## src/rtl/qcl_pkg.sv

```systemverilog
package qcl_pkg;

   // Shift of the message-side block (row r, column c); -1 means empty block.
   function automatic int msg_shift(input int r, input int c, input int z);
      if (((r + 2 * c) % 3) == 0) return (7 * r + 13 * c + 3) % z;
      return -1;
   endfunction

   // Shift of the p1-column block in top row r (ntop top rows); -1 means empty.
   // Two shift-1 blocks plus one identity sum to the identity, so the gap
   // matrix reduces to I and p1 needs no inverse network.
   function automatic int p1_shift(input int r, input int ntop);
      if (r == 0 || r == ntop - 1) return 1;
      if (r == (ntop - 1) / 2) return 0;
      return -1;
   endfunction

endpackage

```

## src/rtl/qcl_block_row.sv

```systemverilog
module qcl_block_row #(
   parameter int Z    = 27,
   parameter int NCOL = 12,
   parameter int ROW  = 0
) (
   input  logic [NCOL*Z-1:0] vec,
   output logic [Z-1:0]      sum
);
   logic [NCOL-1:0][Z-1:0] term;

   for (genvar c = 0; c < NCOL; c++) begin : g_col
      localparam int SH = qcl_pkg::msg_shift(ROW, c, Z);
      if (SH >= 0) begin : g_nz
         for (genvar i = 0; i < Z; i++) begin : g_bit
            assign term[c][i] = vec[c*Z + ((i + SH) % Z)];
         end
      end else begin : g_z
         assign term[c] = '0;
      end
   end

   always_comb begin
      sum = '0;
      for (int c = 0; c < NCOL; c++) sum ^= term[c];
   end
endmodule

```

## src/rtl/qcl_chain_solve.sv

```systemverilog
module qcl_chain_solve #(
   parameter int Z  = 27,
   parameter int NB = 11
) (
   input  logic [NB*Z-1:0] rhs,
   output logic [NB*Z-1:0] sol
);
   // T is identity on the diagonal and the sub-diagonal: back substitution
   // is a running XOR down the block rows.
   logic [Z-1:0] run;
   always_comb begin
      run = '0;
      sol = '0;
      for (int b = 0; b < NB; b++) begin
         run = run ^ rhs[b*Z +: Z];
         sol[b*Z +: Z] = run;
      end
   end
endmodule

```

## src/rtl/qcl_stage.sv

```systemverilog
module qcl_stage #(
   parameter int W  = 8,
   parameter bit EN = 1'b1
) (
   input  logic         clk,
   input  logic         rst_n,
   input  logic         i_vld,
   input  logic [W-1:0] i_dat,
   output logic         o_vld,
   output logic [W-1:0] o_dat
);
   if (EN) begin : g_reg
      always_ff @(posedge clk) begin
         if (!rst_n) o_vld <= 1'b0;
         else        o_vld <= i_vld;
      end
      always_ff @(posedge clk) begin
         if (i_vld) o_dat <= i_dat;
      end
   end else begin : g_wire
      assign o_vld = i_vld;
      assign o_dat = i_dat;
   end
endmodule

```

## src/rtl/qcl_enc.sv

```systemverilog
module qcl_enc #(
   parameter int       Z         = 27,
   parameter int       KB        = 12,
   parameter bit [3:0] PIPE_MASK = 4'b1111
) (
   input  logic              clk,
   input  logic              rst_n,
   input  logic              msg_vld,
   input  logic [KB*Z-1:0]   msg,
   output logic              cw_vld,
   output logic [2*KB*Z-1:0] cw
);
   localparam int K   = KB * Z;
   localparam int N   = 2 * K;
   localparam int TB  = KB - 1;
   localparam int TW  = TB * Z;
   localparam int W1  = K + TW + Z;
   localparam int W2  = K + TW + 2 * Z;
   localparam int W3  = K + TW + Z;
   localparam int LAT = int'(PIPE_MASK[0]) + int'(PIPE_MASK[1])
                      + int'(PIPE_MASK[2]) + int'(PIPE_MASK[3]);

   if (Z < 2)  begin : g_bad_z  $error("qcl_enc: Z must be at least 2");  end
   if (KB < 4) begin : g_bad_kb $error("qcl_enc: KB must be at least 4"); end

   // Step 1: A*s (top rows) and C*s (gap row)
   logic [TW-1:0] s1_a;
   logic [Z-1:0]  s1_c;
   for (genvar r = 0; r < TB; r++) begin : g_arow
      qcl_block_row #(.Z(Z), .NCOL(KB), .ROW(r)) u_row (
         .vec(msg), .sum(s1_a[r*Z +: Z]));
   end
   qcl_block_row #(.Z(Z), .NCOL(KB), .ROW(TB)) u_crow (
      .vec(msg), .sum(s1_c));

   logic          q1_vld;
   logic [W1-1:0] q1;
   qcl_stage #(.W(W1), .EN(PIPE_MASK[0])) u_st1 (
      .clk(clk), .rst_n(rst_n), .i_vld(msg_vld), .i_dat({msg, s1_a, s1_c}),
      .o_vld(q1_vld), .o_dat(q1));

   // Step 2: E*T^-1*(A*s); E selects the last row of T^-1, the sum of all blocks
   logic [K-1:0]  r1_m;
   logic [TW-1:0] r1_a;
   logic [Z-1:0]  r1_c;
   logic [Z-1:0]  s2_e;
   assign {r1_m, r1_a, r1_c} = q1;
   always_comb begin
      s2_e = '0;
      for (int b = 0; b < TB; b++) s2_e ^= r1_a[b*Z +: Z];
   end

   logic          q2_vld;
   logic [W2-1:0] q2;
   qcl_stage #(.W(W2), .EN(PIPE_MASK[1])) u_st2 (
      .clk(clk), .rst_n(rst_n), .i_vld(q1_vld), .i_dat({r1_m, r1_a, r1_c, s2_e}),
      .o_vld(q2_vld), .o_dat(q2));

   // Step 3: p1 = E*T^-1*A*s + C*s (gap matrix is identity)
   logic [K-1:0]  r2_m;
   logic [TW-1:0] r2_a;
   logic [Z-1:0]  r2_c;
   logic [Z-1:0]  r2_e;
   assign {r2_m, r2_a, r2_c, r2_e} = q2;

   logic          q3_vld;
   logic [W3-1:0] q3;
   qcl_stage #(.W(W3), .EN(PIPE_MASK[2])) u_st3 (
      .clk(clk), .rst_n(rst_n), .i_vld(q2_vld), .i_dat({r2_m, r2_a, r2_c ^ r2_e}),
      .o_vld(q3_vld), .o_dat(q3));

   // Step 4: p2 = T^-1*(A*s + B*p1)
   logic [K-1:0]  r3_m;
   logic [TW-1:0] r3_a;
   logic [Z-1:0]  r3_p1;
   logic [TW-1:0] s4_bp;
   logic [TW-1:0] s4_p2;
   assign {r3_m, r3_a, r3_p1} = q3;
   for (genvar b = 0; b < TB; b++) begin : g_bcol
      localparam int SH = qcl_pkg::p1_shift(b, TB);
      if (SH >= 0) begin : g_nz
         for (genvar i = 0; i < Z; i++) begin : g_bit
            assign s4_bp[b*Z + i] = r3_a[b*Z + i] ^ r3_p1[(i + SH) % Z];
         end
      end else begin : g_z
         assign s4_bp[b*Z +: Z] = r3_a[b*Z +: Z];
      end
   end
   qcl_chain_solve #(.Z(Z), .NB(TB)) u_solve (.rhs(s4_bp), .sol(s4_p2));

   qcl_stage #(.W(N), .EN(PIPE_MASK[3])) u_st4 (
      .clk(clk), .rst_n(rst_n), .i_vld(q3_vld), .i_dat({s4_p2, r3_p1, r3_m}),
      .o_vld(cw_vld), .o_dat(cw));

   if (LAT > 0) begin : g_chk

      lat_vld_chk: assert property (@(posedge clk) disable iff (!rst_n)
         msg_vld |-> ##LAT cw_vld);

      sys_part_chk: assert property (@(posedge clk) disable iff (!rst_n)
         cw_vld |-> cw[K-1:0] == $past(msg, LAT));

      gap_row_chk: assert property (@(posedge clk) disable iff (!rst_n)
         cw_vld |-> cw[N-1 -: Z] == $past(s1_c, LAT));

      top_row_chk: assert property (@(posedge clk) disable iff (!rst_n)
         cw_vld |-> cw[K+Z +: Z] == ($past(s1_a[Z-1:0], LAT) ^ {cw[K], cw[K+Z-1:K+1]}));

      rst_clear_chk: assert property (@(posedge clk)
         !rst_n |=> !cw_vld);
   end
endmodule

```

## config.mk

```make
export PLATFORM = sky130hd
export DESIGN_NAME = qcl_enc
export DESIGN_NICKNAME = d
export VERILOG_FILES = /design/src/rtl/qcl_pkg.sv /design/src/rtl/qcl_block_row.sv /design/src/rtl/qcl_chain_solve.sv /design/src/rtl/qcl_stage.sv /design/src/rtl/qcl_enc.sv
export SDC_FILE = /design/constraint.sdc
export NUM_CORES = 1
export LEC_CHECK = 0
export BUFFER_PORTS_ARGS = -buffer_cell sky130_fd_sc_hd__buf_4
export CORE_MARGIN = 4
export CORE_UTILIZATION = 45
export DETAILED_ROUTE_END_ITERATION = 7
export PLACE_DENSITY = 0.64
export SLEW_MARGIN = 20
export SYNTH_ARGS = -nofsm -noshare
export SYNTH_HDL_FRONTEND = slang
export SYNTH_SLANG_ARGS = --single-unit
```

## constraint.sdc

```tcl
create_clock -name clk -period 33.2 [get_ports clk]
set_input_delay 4.98 -clock clk [delete_from_list [all_inputs] [get_ports clk]]
set_output_delay 4.98 -clock clk [all_outputs]
set_load 0.05 [all_outputs]
```

======== Word level (Yosys, flattened, before mapping) ========
Cells that the tools add are included.
storage, ports and cells
  bits in latches ......................... 0
  memory bits (read-only) ................. 0
  memories ................................ 0
  memory bits (writable) .................. 0
  bits of input ports ..................... 327
  output and inout port bits .............. 649
  bits in registers ....................... 2,623
  word-level logic and storage cells ...... 146
operators by class
  muxes and demuxes ....................... 0
  eq/ne operators ......................... 0
  bitwise gates (word level) .............. 138
  magnitude comparators ................... 0
  reduce and logical (&&, ||, !) cells .... 0
  add/subtract/negate cells ............... 0
  div/mod/pow operators ................... 0
  shift-type cells ........................ 0
  multiply operators ...................... 0
operators by type and width
  cell              count
  $xor A27 B27 Y27  57
  $xor A1 B1 Y1     81

======== Depth between registers and ports, before layout ========
  depth after elaboration ................. 11
  gate-level depth with buffers ........... 6
  depth with buffers taken out ............ 4

======== By module ========
A second synthesis with hierarchy kept.
second synthesis, totals
  cells, all modules ...................... 4,355
  area, all modules ....................... 95,560.4 sq um
modules (own cells, without submodules)
  module                  sequential area each (sq um)  area an instance (sq um)  cells an instance  instances
  qcl_stage at u_st1 ...  19,478.7                      19,484.9                  650                3
  qcl_stage at u_st2      20,289.5                      20,295.7                  677                1
  qcl_block_row           0.0                           709.4                     81                 12
  qcl_chain_solve         0.0                           4,850.9                   405                1
  qcl_enc                 0.0                           3,445.8                   351                1

======== Worst setup path after synthesis ========
OpenSTA, ideal clock, no wires.
  path type ............................... reg2reg
  start point ............................. reg u_st3.o_vld
  end point ............................... reg u_st4.o_vld
  period minus slack after synthesis ...... 15.623 ns
  library setup time ...................... 0.146 ns
  stages on the path, launching flop included .. 2
  setup slack ............................. 17.577 ns
  path buffers ............................ 0
  data arrival time ....................... 15.477 ns
  data required time ...................... 33.054 ns
  cells stage by stage .................... dfxtp_1 > and2_1
RTL lines
  what                    line             source
  from (decl)             qcl_stage.sv:9   output logic o_vld,
  from (signal assigned)  qcl_stage.sv:15  else o_vld <= i_vld;
  to (signal assigned)    qcl_stage.sv:15
  to (decl)               qcl_stage.sv:9
No word-level cell between the ends.

======== Final worst setup path ========
  start point ............................. in msg_vld
  end point ............................... reg u_st1.o_dat[348] (enable)
RTL lines
  what                  line             source
  from (decl)           qcl_enc.sv:8     input logic msg_vld,
  to (signal assigned)  qcl_stage.sv:18  if (i_vld) o_dat <= i_dat;
  to (decl)             qcl_stage.sv:10  output logic [W-1:0] o_dat
No word-level cell between the ends.

==> run metrics <==
most common library cell in the layout ignoring fill and taps sky130_fd_sc_hd__edfxtp_1; DRC viols 0; average instance area after synthesis 23.3 um2; number of nets in the layout 4,353; die outline height about 390 um; number of nets produced by synthesis 3,194; P per Cell Area 66.4 nW/um2; #FFs+latches synth 1,921; GR Util All Layers 20.5%; unique cell type count in the Yosys netlist 19; run status complete, no violations; Final Critical Period 7.58 ns; highest attainable clock frequency 132 MHz; WP data arrival 8.00 ns; Worst Skew around 0.036 ns; commonest cells after routing, fill and taps aside 1,917 x sky130_fd_sc_hd__edfxtp_1, 1,013 x sky130_fd_sc_hd__buf_4, 473 x sky130_fd_sc_hd__xnor2_1; placement row count 141; number of clock buffers inserted by TritonCTS about 190; Core Region 148,000 um2; max_cap viols 0; relative slew slack between 10% and 20%; total negative setup slack 0 ns; port buffer count 975; setup slack after placement 24.76 ns; worst setup path class primary input to flop; Hold Path End u_st3.o_dat[311]$_DFFE_PP_; clock latency on the worst-skew pair 0.80 ns; initial antenna violation count 23; clock root buffer master sky130_fd_sc_hd__clkbuf_16; launching point of the worst reg2reg path u_st3.o_vld$_SDFF_PN0_; number of cells produced by synthesis 2,867; number of failing hold endpoints at the final stage 0; drt initial violations 2,406; chip width 393 um; first drt pass iteration count 5; final cell count without fillers between 6,000 and 7,000; maximum root-to-sink buffer count 3; ratio of cells with drive above 1 in the final layout 32.4%; HP Start u_st2.o_dat[338]$_DFFE_PP_; maximum number of pins on one net before global-route repair between 100 and 150; post-CTS setup buffer count 0; setup repair after global routing missed its margin false; kind of end point of the critical path flop; cell depth of the worst min-delay path 0; RR Endpoint u_st4.o_dat[111]$_DFFE_PP_; half-perimeter wire length after placement 117,000 um; Routed Antenna Nets 0; level count of the clock H-tree 4; worst-case register-to-register setup slack 28.50 ns; via count of the first global-routing pass between 20,000 and 30,000; static leakage 29.4 nW; initial cell density of the core 45.2%; TritonCTS clock tree yes; remaining global-route overflow 0; Placer Congestion ~0.83; count of hold buffers inserted by post-cts repair 0; routed wire length per instance 26.3 um; # placed instances 5,765; clock slew seen by the registers of the worst setup and hold paths 0.06 ns; fill cell total of the finished layout ~11,000; final wirelength 161,000 um; yosys warns 0; I/O pin count between 900 and 1,000; final worst setup slack between 20 and 30 ns; final worst path period share 22.8%; vias after detailed routing about 30,000; post-CTS sizing 0; setup violation total in the final timing report 0; type of the worst min-delay path flop to flop; clock sink count 1,921; Startpoint Class primary input; required time of the critical path 33.62 ns; via/cell ratio 4.76; Syn Std Cell Area around 67,000 um2; part of the Yosys area used for sequential elements 86.3%; maximum fanout along the worst path 89; area delta synth->final 24.0%; final slew viol count 0; die outline area 155,000 um2; first-pass GRT wire length 219,000 um; highest ir drop seen on vdd ~51 uV; worst-margin pin slew between 1 and 1.5 ns; Min Hold Slack approximately 0.39 ns; Register-to-Register Path Depth 4
## stage by stage
step / util, % / area, um2 / total power [W]
2_1_floorplan: - / 66800 / 0.00328
3_3_place_gp: 51.9 / 76600 / 0.00343
6_report: 56.1 / 82900 / 0.00550
3_5_place_dp: 51.9 / 76600 / 0.00345
4_1_cts: 56.1 / 82800 / 0.00556
5_1_grt: 56.1 / 82900 / 0.00571
## per-layer routing
layer | GRT usage [%] | vias to the layer above | share of wire [%]
met5 | 0 | - | 0.033
li1 | - | 13100 | -
met4 | 8.64 | 8 | 4.0
met2 | 33.4 | 1083 | 49
met1 | 24.8 | 14700 | 38
met3 | 7.32 | 289 | 9.2
## cells in the mapped netlist
master                     number  share of area [%]
sky130_fd_sc_hd__edfxtp_1    1917                 86
sky130_fd_sc_hd__xnor2_1      473                6.2
sky130_fd_sc_hd__xor2_1       289                3.8
sky130_fd_sc_hd__inv_1         34               0.19
sky130_fd_sc_hd__buf_2         22               0.16
sky130_fd_sc_hd__xnor3_1       22               0.74
sky130_fd_sc_hd__clkbuf_1      20               0.11
sky130_fd_sc_hd__xnor2_2       19               0.46
sky130_fd_sc_hd__xnor3_2       17               0.60
sky130_fd_sc_hd__xor2_2        16               0.39
sky130_fd_sc_hd__xor3_1         9               0.32
sky130_fd_sc_hd__xor2_4         6               0.25
sky130_fd_sc_hd__xnor2_4        5               0.21
sky130_fd_sc_hd__and2_1         4              0.037
sky130_fd_sc_hd__dfxtp_1        4               0.12
sky130_fd_sc_hd__buf_4          3              0.034
sky130_fd_sc_hd__buf_6          3              0.051
sky130_fd_sc_hd__xor3_2         3               0.11
sky130_fd_sc_hd__xnor3_4        1              0.039
## kinds of logic after synthesis
kind of cell | share of synthesized area [%]
xor gates and xnor gates | 13.1
buffers and inverters | 0.553
DFF | 86.3
and+or+nand+nor | 0.0375
## registers in the layout, summed over array words and instances, names as in the netlist
name         cells
u_st4.o_dat    648
u_st2.o_dat    432
u_st3.o_dat    432
u_st1.o_dat    405
u_st1.o_vld      1
u_st2.o_vld      1
u_st3.o_vld      1
u_st4.o_vld      1
## final cells by class
type	instances	area, um2	area share (%)
flip-flops and latches	1921	57700	69.6
clock buffers	232	4930	5.95
multi-input cells	864	8800	10.6
repair buffers	1016	7650	9.23
inverters	34	128	0.154
clock inverters	116	1250	1.51
well taps	1930	2410	2.91
diodes	14	35.0	0.0423
## critical path, cell delays in order
cell	delay (ns)
sky130_fd_sc_hd__buf_8	0.51
sky130_fd_sc_hd__buf_4	0.71
sky130_fd_sc_hd__buf_4	0.77
sky130_fd_sc_hd__buf_4	0.77
## where the power goes
group	switching, W	internal, W
registers	0.0000686	0.00286
clock network	0.000892	0.00122
logic	0.000269	0.000195
total	0.00123	0.00427
## worst max path at each step
stage | slack [ns] | cells past startpoint | to | from
detailed placement | 24.76 | 4 | u_st1.o_dat[399]$_DFFE_PP_ | msg_vld
CTS | 25.67 | 4 | u_st1.o_dat[320]$_DFFE_PP_ | msg_vld
global route | 25.48 | 4 | u_st1.o_dat[305]$_DFFE_PP_ | msg_vld
finish | 25.62 | 4 | u_st1.o_dat[348]$_DFFE_PP_ | msg_vld
global placement | 24.89 | 4 | u_st1.o_dat[348]$_DFFE_PP_ | msg_vld
floorplan | 17.58 | 1 | u_st4.o_vld$_SDFF_PN0_ | u_st3.o_vld$_SDFF_PN0_
Power figures use the tool's default switching activity.
